===== src/rtl/scaler_pkg.sv =====
package scaler_pkg;

  // Rounded reciprocal of the bucket midpoint 1 + (idx + 0.5) / 2^idx_w,
  // scaled by 2^frac_w.
  function automatic int recip_entry(int idx, int idx_w, int frac_w);
    int num;
    int den;
    num = 1 << (frac_w + idx_w + 2);
    den = (1 << (idx_w + 1)) + 2 * idx + 1;
    return (num / den + 1) / 2;
  endfunction

endpackage


===== src/rtl/recip_lut.sv =====
module recip_lut #(
  parameter int DIV_W  = 16,
  parameter int COEF_W = 16,
  parameter int IDX_W  = 6,
  parameter int FRAC_W = 15,
  localparam int SHIFT_W = $clog2(DIV_W)
) (
  input  logic [DIV_W-1:0]   divisor,
  output logic [COEF_W-1:0]  recip,
  output logic [SHIFT_W-1:0] shift,
  output logic               is_zero
);
  localparam int ENTRIES = 1 << IDX_W;

  logic [COEF_W-1:0] table_q [ENTRIES];
  logic [DIV_W-1:0]  norm;
  logic [IDX_W-1:0]  idx;
  logic [SHIFT_W-1:0] lead;

  generate
    for (genvar g = 0; g < ENTRIES; g++) begin : g_tab
      assign table_q[g] = COEF_W'(scaler_pkg::recip_entry(g, IDX_W, FRAC_W));
    end
  endgenerate

  // Position of the highest set bit.
  always_comb begin
    lead = '0;
    for (int b = 0; b < DIV_W; b++) begin
      if (divisor[b]) lead = SHIFT_W'(b);
    end
  end

  assign norm    = divisor << (SHIFT_W'(DIV_W - 1) - lead);
  assign idx     = norm[DIV_W-2 -: IDX_W];
  assign recip   = table_q[idx];
  assign shift   = lead;
  assign is_zero = (divisor == '0);

endmodule


===== src/rtl/coef_stage.sv =====
module coef_stage #(
  parameter int DIV_W  = 16,
  parameter int COEF_W = 16,
  parameter int IDX_W  = 6,
  parameter int FRAC_W = 15,
  localparam int SHIFT_W = $clog2(DIV_W)
) (
  input  logic               clk,
  input  logic               rst_n,
  input  logic               ld_valid,
  input  logic               ld_lut,
  input  logic [DIV_W-1:0]   ld_value,
  output logic [COEF_W-1:0]  act_coef,
  output logic [SHIFT_W-1:0] act_shift,
  output logic               act_sat
);
  localparam logic [COEF_W-1:0] ONE = COEF_W'(1) << FRAC_W;

  logic               pend_valid;
  logic               pend_lut;
  logic [DIV_W-1:0]   pend_val;

  logic [COEF_W-1:0]  lut_recip;
  logic [SHIFT_W-1:0] lut_shift;
  logic               lut_zero;

  logic [COEF_W-1:0]  coef_d;
  logic [SHIFT_W-1:0] shift_d;
  logic               sat_d;

  recip_lut #(
    .DIV_W (DIV_W),
    .COEF_W(COEF_W),
    .IDX_W (IDX_W),
    .FRAC_W(FRAC_W)
  ) u_lut (
    .divisor(pend_val),
    .recip  (lut_recip),
    .shift  (lut_shift),
    .is_zero(lut_zero)
  );

  // First stage: hold the raw load.
  always_ff @(posedge clk or negedge rst_n) begin
    if (!rst_n) begin
      pend_valid <= 1'b0;
      pend_lut   <= 1'b0;
      pend_val   <= '0;
    end else begin
      pend_valid <= ld_valid;
      if (ld_valid) begin
        pend_lut <= ld_lut;
        pend_val <= ld_value;
      end
    end
  end

  // Second stage: pick the coefficient source.
  always_comb begin
    if (pend_lut) begin
      coef_d  = lut_recip;
      shift_d = lut_shift;
      sat_d   = lut_zero;
    end else begin
      coef_d  = COEF_W'(pend_val);
      shift_d = '0;
      sat_d   = 1'b0;
    end
  end

  always_ff @(posedge clk or negedge rst_n) begin
    if (!rst_n) begin
      act_coef  <= ONE;
      act_shift <= '0;
      act_sat   <= 1'b0;
    end else if (pend_valid) begin
      act_coef  <= coef_d;
      act_shift <= shift_d;
      act_sat   <= sat_d;
    end
  end

  AST_COEF_HOLD: assert property (@(posedge clk) disable iff (!rst_n)
    !$past(pend_valid) |-> ($stable(act_coef) && $stable(act_shift) && $stable(act_sat)))
    else $error("coefficient changed without a pending load");

  AST_LUT_RANGE: assert property (@(posedge clk) disable iff (!rst_n)
    ($past(pend_valid) && $past(pend_lut) && !act_sat) |-> (act_coef <= ONE && act_coef > (ONE >> 1)))
    else $error("lookup reciprocal outside (0.5, 1.0]");

  AST_HOST_NOSHIFT: assert property (@(posedge clk) disable iff (!rst_n)
    ($past(pend_valid) && !$past(pend_lut)) |-> (act_shift == '0 && !act_sat))
    else $error("direct coefficient carries shift or saturation");

endmodule


===== src/rtl/mult_stage.sv =====
module mult_stage #(
  parameter int DATA_W = 16,
  parameter int COEF_W = 16,
  parameter int FRAC_W = 15,
  parameter int SHIFT_W = 4
) (
  input  logic               clk,
  input  logic               rst_n,
  input  logic               in_valid,
  input  logic [DATA_W-1:0]  in_data,
  input  logic [COEF_W-1:0]  coef,
  input  logic [SHIFT_W-1:0] shift,
  input  logic               sat,
  output logic               out_valid,
  output logic [DATA_W-1:0]  out_data
);
  localparam int PROD_W = DATA_W + COEF_W;
  localparam logic [DATA_W-1:0] MAXV = '1;

  logic               p_valid;
  logic [PROD_W-1:0]  p_prod;
  logic [SHIFT_W-1:0] p_shift;
  logic               p_sat;

  logic [PROD_W-1:0]  prod_d;
  logic [PROD_W-1:0]  scaled;
  logic [DATA_W-1:0]  res_d;

  assign prod_d = PROD_W'(in_data) * PROD_W'(coef);

  always_ff @(posedge clk or negedge rst_n) begin
    if (!rst_n) begin
      p_valid <= 1'b0;
      p_prod  <= '0;
      p_shift <= '0;
      p_sat   <= 1'b0;
    end else begin
      p_valid <= in_valid;
      if (in_valid) begin
        p_prod  <= prod_d;
        p_shift <= shift;
        p_sat   <= sat;
      end
    end
  end

  always_comb begin
    scaled = (p_prod >> FRAC_W) >> p_shift;
    if (p_sat || (scaled[PROD_W-1:DATA_W] != '0)) res_d = MAXV;
    else                                          res_d = scaled[DATA_W-1:0];
  end

  always_ff @(posedge clk or negedge rst_n) begin
    if (!rst_n) begin
      out_valid <= 1'b0;
      out_data  <= '0;
    end else begin
      out_valid <= p_valid;
      if (p_valid) out_data <= res_d;
    end
  end

  AST_NO_OVERFLOW: assert property (@(posedge clk) disable iff (!rst_n)
    ($past(p_valid) && $past(p_sat)) |-> (out_data == MAXV))
    else $error("zero divisor did not saturate");

  AST_SAT_WIDE: assert property (@(posedge clk) disable iff (!rst_n)
    ($past(p_valid) && ($past(p_prod) >> FRAC_W) > PROD_W'(MAXV)) |-> (out_data == MAXV))
    else $error("wide product wrapped");

endmodule


===== src/rtl/recip_scaler.sv =====
module recip_scaler #(
  parameter int DATA_W = 16,
  parameter int DIV_W  = 16,
  parameter int COEF_W = 16,
  parameter int IDX_W  = 6,
  parameter int FRAC_W = 15
) (
  input  logic              clk,
  input  logic              rst_n,
  input  logic              in_valid,
  input  logic [DATA_W-1:0] in_data,
  input  logic              ld_valid,
  input  logic              ld_lut,
  input  logic [DIV_W-1:0]  ld_value,
  output logic              out_valid,
  output logic [DATA_W-1:0] out_data
);
  localparam int SHIFT_W = $clog2(DIV_W);

  logic [1:0]         rst_sync;
  logic               rst_int_n;
  logic [COEF_W-1:0]  act_coef;
  logic [SHIFT_W-1:0] act_shift;
  logic               act_sat;

  // Asynchronous assert, synchronous release.
  always_ff @(posedge clk or negedge rst_n) begin
    if (!rst_n) rst_sync <= '0;
    else        rst_sync <= {rst_sync[0], 1'b1};
  end
  assign rst_int_n = rst_sync[1];

  coef_stage #(
    .DIV_W (DIV_W),
    .COEF_W(COEF_W),
    .IDX_W (IDX_W),
    .FRAC_W(FRAC_W)
  ) u_coef (
    .clk      (clk),
    .rst_n    (rst_int_n),
    .ld_valid (ld_valid),
    .ld_lut   (ld_lut),
    .ld_value (ld_value),
    .act_coef (act_coef),
    .act_shift(act_shift),
    .act_sat  (act_sat)
  );

  mult_stage #(
    .DATA_W (DATA_W),
    .COEF_W (COEF_W),
    .FRAC_W (FRAC_W),
    .SHIFT_W(SHIFT_W)
  ) u_mult (
    .clk      (clk),
    .rst_n    (rst_int_n),
    .in_valid (in_valid),
    .in_data  (in_data),
    .coef     (act_coef),
    .shift    (act_shift),
    .sat      (act_sat),
    .out_valid(out_valid),
    .out_data (out_data)
  );

  AST_VALID_LAT: assert property (@(posedge clk) disable iff (!rst_int_n)
    in_valid |-> ##2 out_valid)
    else $error("out_valid missing two edges after sample");

  AST_NO_SPURIOUS: assert property (@(posedge clk) disable iff (!rst_int_n)
    !in_valid |-> ##2 !out_valid)
    else $error("out_valid without a sample");

endmodule


===== config.mk =====
export PLATFORM = sky130hd
export DESIGN_NAME = recip_scaler
export DESIGN_NICKNAME = d
export VERILOG_FILES = /design/src/rtl/scaler_pkg.sv /design/src/rtl/recip_lut.sv /design/src/rtl/coef_stage.sv /design/src/rtl/mult_stage.sv /design/src/rtl/recip_scaler.sv
export SDC_FILE = /design/constraint.sdc
export NUM_CORES = 1
export LEC_CHECK = 0
export BUFFER_PORTS_ARGS = -buffer_cell sky130_fd_sc_hd__buf_2
export CORE_MARGIN = 4
export CORE_UTILIZATION = 50
export DETAILED_ROUTE_END_ITERATION = 12
export PLACE_DENSITY = 0.74
export SYNTH_ARGS = -nofsm -noshare
export SYNTH_HDL_FRONTEND = slang
export SYNTH_SLANG_ARGS = --single-unit

===== constraint.sdc =====
create_clock -name clk -period 4.5 [get_ports clk]
set_clock_uncertainty 0.2 [all_clocks]
set_input_delay 0.675 -clock clk [delete_from_list [all_inputs] [get_ports clk]]
set_output_delay 0.675 -clock clk [all_outputs]
set_load 0.01 [all_outputs]

==> metrics.md <==
| Metric | Value |
|---|---|
| Outcome | complete, but fails checks |
| Violated checks | negative setup slack |
| Kind of cell with the highest combined delay on the critical path | adder cells |
| Row Count | 60 |
| Most used cells in the layout excluding fill and tap cells | 226 x inv_1, 194 x nand2_1, 185 x fa_1 |
| Sum of net half-perimeters after detailed placement | 30200 µm |
| Clock tree from TritonCTS | done |
| Startpoint of the lowest-slack register-to-register path | u_coef.act_coef[1] |
| DR pass1 iterations | 7 |
| Slowest cell on crit path | fa_1 |
| Final setup vio count | 17 |
| Post-route design area | 0.0165 mm² |
| Met3 track utilization from global routing | 3.94% |
| Global-route wire length before repair | 63100 µm |
| RR Endpoint | u_mult.p_prod[21] |
| GRT met1 Usage | 34.4% |
| Final routed wire length divided by cell count | 18.0 µm |
| Wire length reported by the detailed router | 38000 µm |
| Count of pins over their slew limit | 0 |
| Minimum period implied by the final worst setup slack | 6.32 ns |
| Total of max-cap violations | 0 |
| Critical Path AT | 6.35 ns |
| Critical path cell sequence | buf_4, nand2_1, fa_1, inv_1, fa_1, ha_1, inv_1, fa_1, fa_1, fa_1, inv_2, ha_4, a2111oi_4, o211ai_1, nand3_2, buf_4, nand2_2, and2_4, a21o_1, a21o_1, a221oi_2, xnor2_1, mux2_4 |
| Most common library cell in the layout ignoring fill and taps | inv_1 |
| Unrepaired setup endpoints after global routing | yes |
| Iter 0 DRT Violations | 880 |
| Met2 demand-to-capacity share in global routing | 40.8% |
| Kind of path behind the tightest hold check | reg2reg |
| End point of the worst hold path | rst_sync[1] |
| Required time of the worst setup path | 4.53 ns |
| Worst Path Class, Setup | reg2reg |
| Nets@finish | 2076 |
| Antenna viol nets, final | 0 |
| Share of post-route cells with drive strength above 1 | 23.3% |
| Antenna violations before repair | 0 |
| Peak-usage layer in the global routing report | met2 |
| Sink count of the clock tree | 81 |
| EDFF count, synth | 0 |
| Worst-case clock buffer depth | 2 |
| # fillers | 2390 |
| Register-to-Register Setup Slack | -1.82 ns |
| Hold path cells | 0 |
| Worst setup margin | -1.82 ns |
| Die width | 175 µm |
| Total clock buffers created by CTS | 9 |
| Number of distinct library cell variants in the gate-level netlist after synthesis | 88 |
| Type of destination of the critical path | register |
| Combined global-route utilization of all metal layers | 25.1% |
| Synth Register Bits | 81 |
| Chip height | 175 µm |
| Clock-pin slew on the worst setup and hold paths | 0.06 ns |
| Max stage delay on crit path | 0.55 ns |
| Clk_lat worst skew | 0.35 ns |
| Via count of the first global-routing pass | 12.5k |
| Average cell area after synthesis | 8.82 µm² |
| DIE AREA | 0.0305 mm² |
| Synth warnings | 0 |
| Synthesized instance count | 1577 |
| CP max FO | 8 |
| Rel. slew slack | 16.8% |
| Worst reg-to-reg path cell count | 23 |
| Post-synthesis sequential area ratio | 14.6% |
| Initial core utilization | 51.2% |
| Most used flip-flop cell after synthesis | dfrtp_1 |
| Remaining global-route overflow | 0 |
| Antenna Cells | 0 |
| DRC violation count after routing | 0 |
| Core Footprint | 0.0272 mm² |
| Post-synth ARST share | 100% |
| Per-cell via count in the routed design | 5.71 |
| Cell seen most often among critical-path stages | fa_1 |
| Crit path buf inv count | 5 |
| Type of origin of the critical path | register |
| H-tree levels | 3 |
| Period utilisation layout | 140% |
| Fmax | 158 MHz |
| Layout Area Growth over Synthesis | 18.5% |
| Total via count in the routed design | 12.0k |
| Weighted congestion at the end of routability-driven global placement | 1.03 |
| CTS root buffer | clkbuf_16 |
| Worst setup timing slack at the placement stage | -2.17 ns |
| Setup TNS Final | -27.77 ns |
| Netlist area before placement | 0.0139 mm² |
| # port buffers | 53 |
| Placement-stage cell area | 0.0157 mm² |
| Largest net degree at the start of global routing | 80 |
| Slew of the pin with the lowest slew margin | 1.24 ns |
| Final count of hold timing violations | 0 |
| # IOs | 54 |
| Post-Syn Nets | 1922 |
| Hold path startpoint | rst_sync[0] |
==> cell families (layout without fill, tap and decap cells) <==
group                      Yosys count  after routing  synth area share [%]
buffers and inverters              338            497                  9.77
xor gates and xnor gates            20             20                  1.26
and+or+nand+nor                    479            479                  16.4
AOI/OAI and AO/OA                  281            281                  14.3
DFF                                 81             81                  14.6
other                                1              1                0.0270
adders and majority gates          308            308                  38.1
muxes                               69             69                  5.54
==> routing by layer <==
| metal | wire [µm] | part of all wire (%) | vias up |
|---|---|---|---|
| li1 | - | - | 5465 |
| met1 | 15900 | 42 | 5954 |
| met2 | 17800 | 47 | 523 |
| met3 | 2770 | 7.3 | 101 |
| met4 | 1390 | 3.7 | 0 |
| met5 | 0 | 0 | - |
==> worst reg2reg max path: stages (launching register included) <==
cell and delay [ns]:
dfrtp_2 0.49, buf_4 0.20, nand2_1 0.09, fa_1 0.55
inv_1 0.06, fa_1 0.54, ha_1 0.13, inv_1 0.04
fa_1 0.50, fa_1 0.44, fa_1 0.51, inv_2 0.04
ha_4 0.22, a2111oi_4 0.31, o211ai_1 0.31, nand3_2 0.22
buf_4 0.14, nand2_2 0.06, and2_4 0.17, a21o_1 0.19
a21o_1 0.20, a221oi_2 0.25, xnor2_1 0.11, mux2_4 0.26
==> metrics by stage <==
| stage | util (%) | hold slack, ns | instances |
|---|---|---|---|
| 2_1_floorplan | - | 0.131 | 1577 |
| 3_3_place_gp | 57.8 | 0.141 | 2072 |
| 3_5_place_dp | 57.8 | 0.139 | 2072 |
| 4_1_cts | 59.7 | 0.159 | 2099 |
| 5_1_grt | 60.6 | 0.159 | 2108 |
| 6_report | 60.6 | 0.156 | 2108 |
==> Yosys cell counts, types with 14 or more instances <==
cell	count	area share, %
inv_1	238	6.4
nand2_1	202	5.5
fa_1	193	28
and2_1	119	5.4
ha_1	115	10
dfrtp_1	80	14
nor2_1	80	2.2
clkbuf_1	60	1.6
a21oi_1	55	2.0
o21ai_0	49	1.8
mux2_2	37	3.0
mux2i_1	28	2.0
a211oi_1	20	1.1
buf_2	20	0.72
nor3_1	18	0.65
a21o_1	16	0.86
a31oi_1	15	0.67
nand3_1	15	0.54
o211ai_1	14	0.76
==> what timing repair did <==
action	4_1_cts	5_1_grt
hold buffers	1	0
setup buffers	10	12
cloned	0	1
gates resized for setup	39	48
setup endpoints to repair	17	17
hold endpoints to repair	2	0
pin swaps	37	35
==> worst max-delay path by stage <==
stage | start | to | slack, ns | cells after the start
3_5_place_dp | in_data[8] | u_mult.p_prod[31] | -2.17 | 24
6_report | u_coef.act_coef[1] | u_mult.p_prod[21] | -1.82 | 23
4_1_cts | u_coef.act_coef[4] | u_mult.p_prod[21] | -1.83 | 21
3_3_place_gp | in_data[6] | u_mult.p_prod[30] | -2.05 | 23
5_1_grt | u_coef.act_coef[4] | u_mult.p_prod[30] | -2.02 | 25
2_1_floorplan | in_data[9] | u_mult.p_prod[30] | -1.69 | 23
==> area by class of cell <==
| type | instances | area [µm²] | area share [%] |
|---|---|---|---|
| Multi-Input combinational cell | 1158 | 10900 | 66.2 |
| Sequential cell | 81 | 2040 | 12.4 |
| Timing Repair Buffer | 239 | 1840 | 11.2 |
| Inverter | 242 | 913 | 5.54 |
| Tap cell | 372 | 465 | 2.82 |
| Clock buffer | 9 | 225 | 1.37 |
| Clock inverter | 7 | 76.3 | 0.463 |
==> registers in the layout, summed over array words and instances, names as in the netlist <==
name and flops:
u_mult.p_prod 17, u_coef.pend_val 16, u_mult.out_valid 1, rst_sync 2, u_coef.act_shift 4, u_mult.p_valid 1, u_mult.p_sat 1, u_mult.p_shift 4
u_coef.act_sat 1, u_coef.pend_lut 1, u_mult.out_data 16, u_coef.pend_valid 1, u_coef.act_coef 16
Power is left out: the tool's default activity adds up to more than one toggle a clock period on the data nets, which glitch-free logic cannot reach.
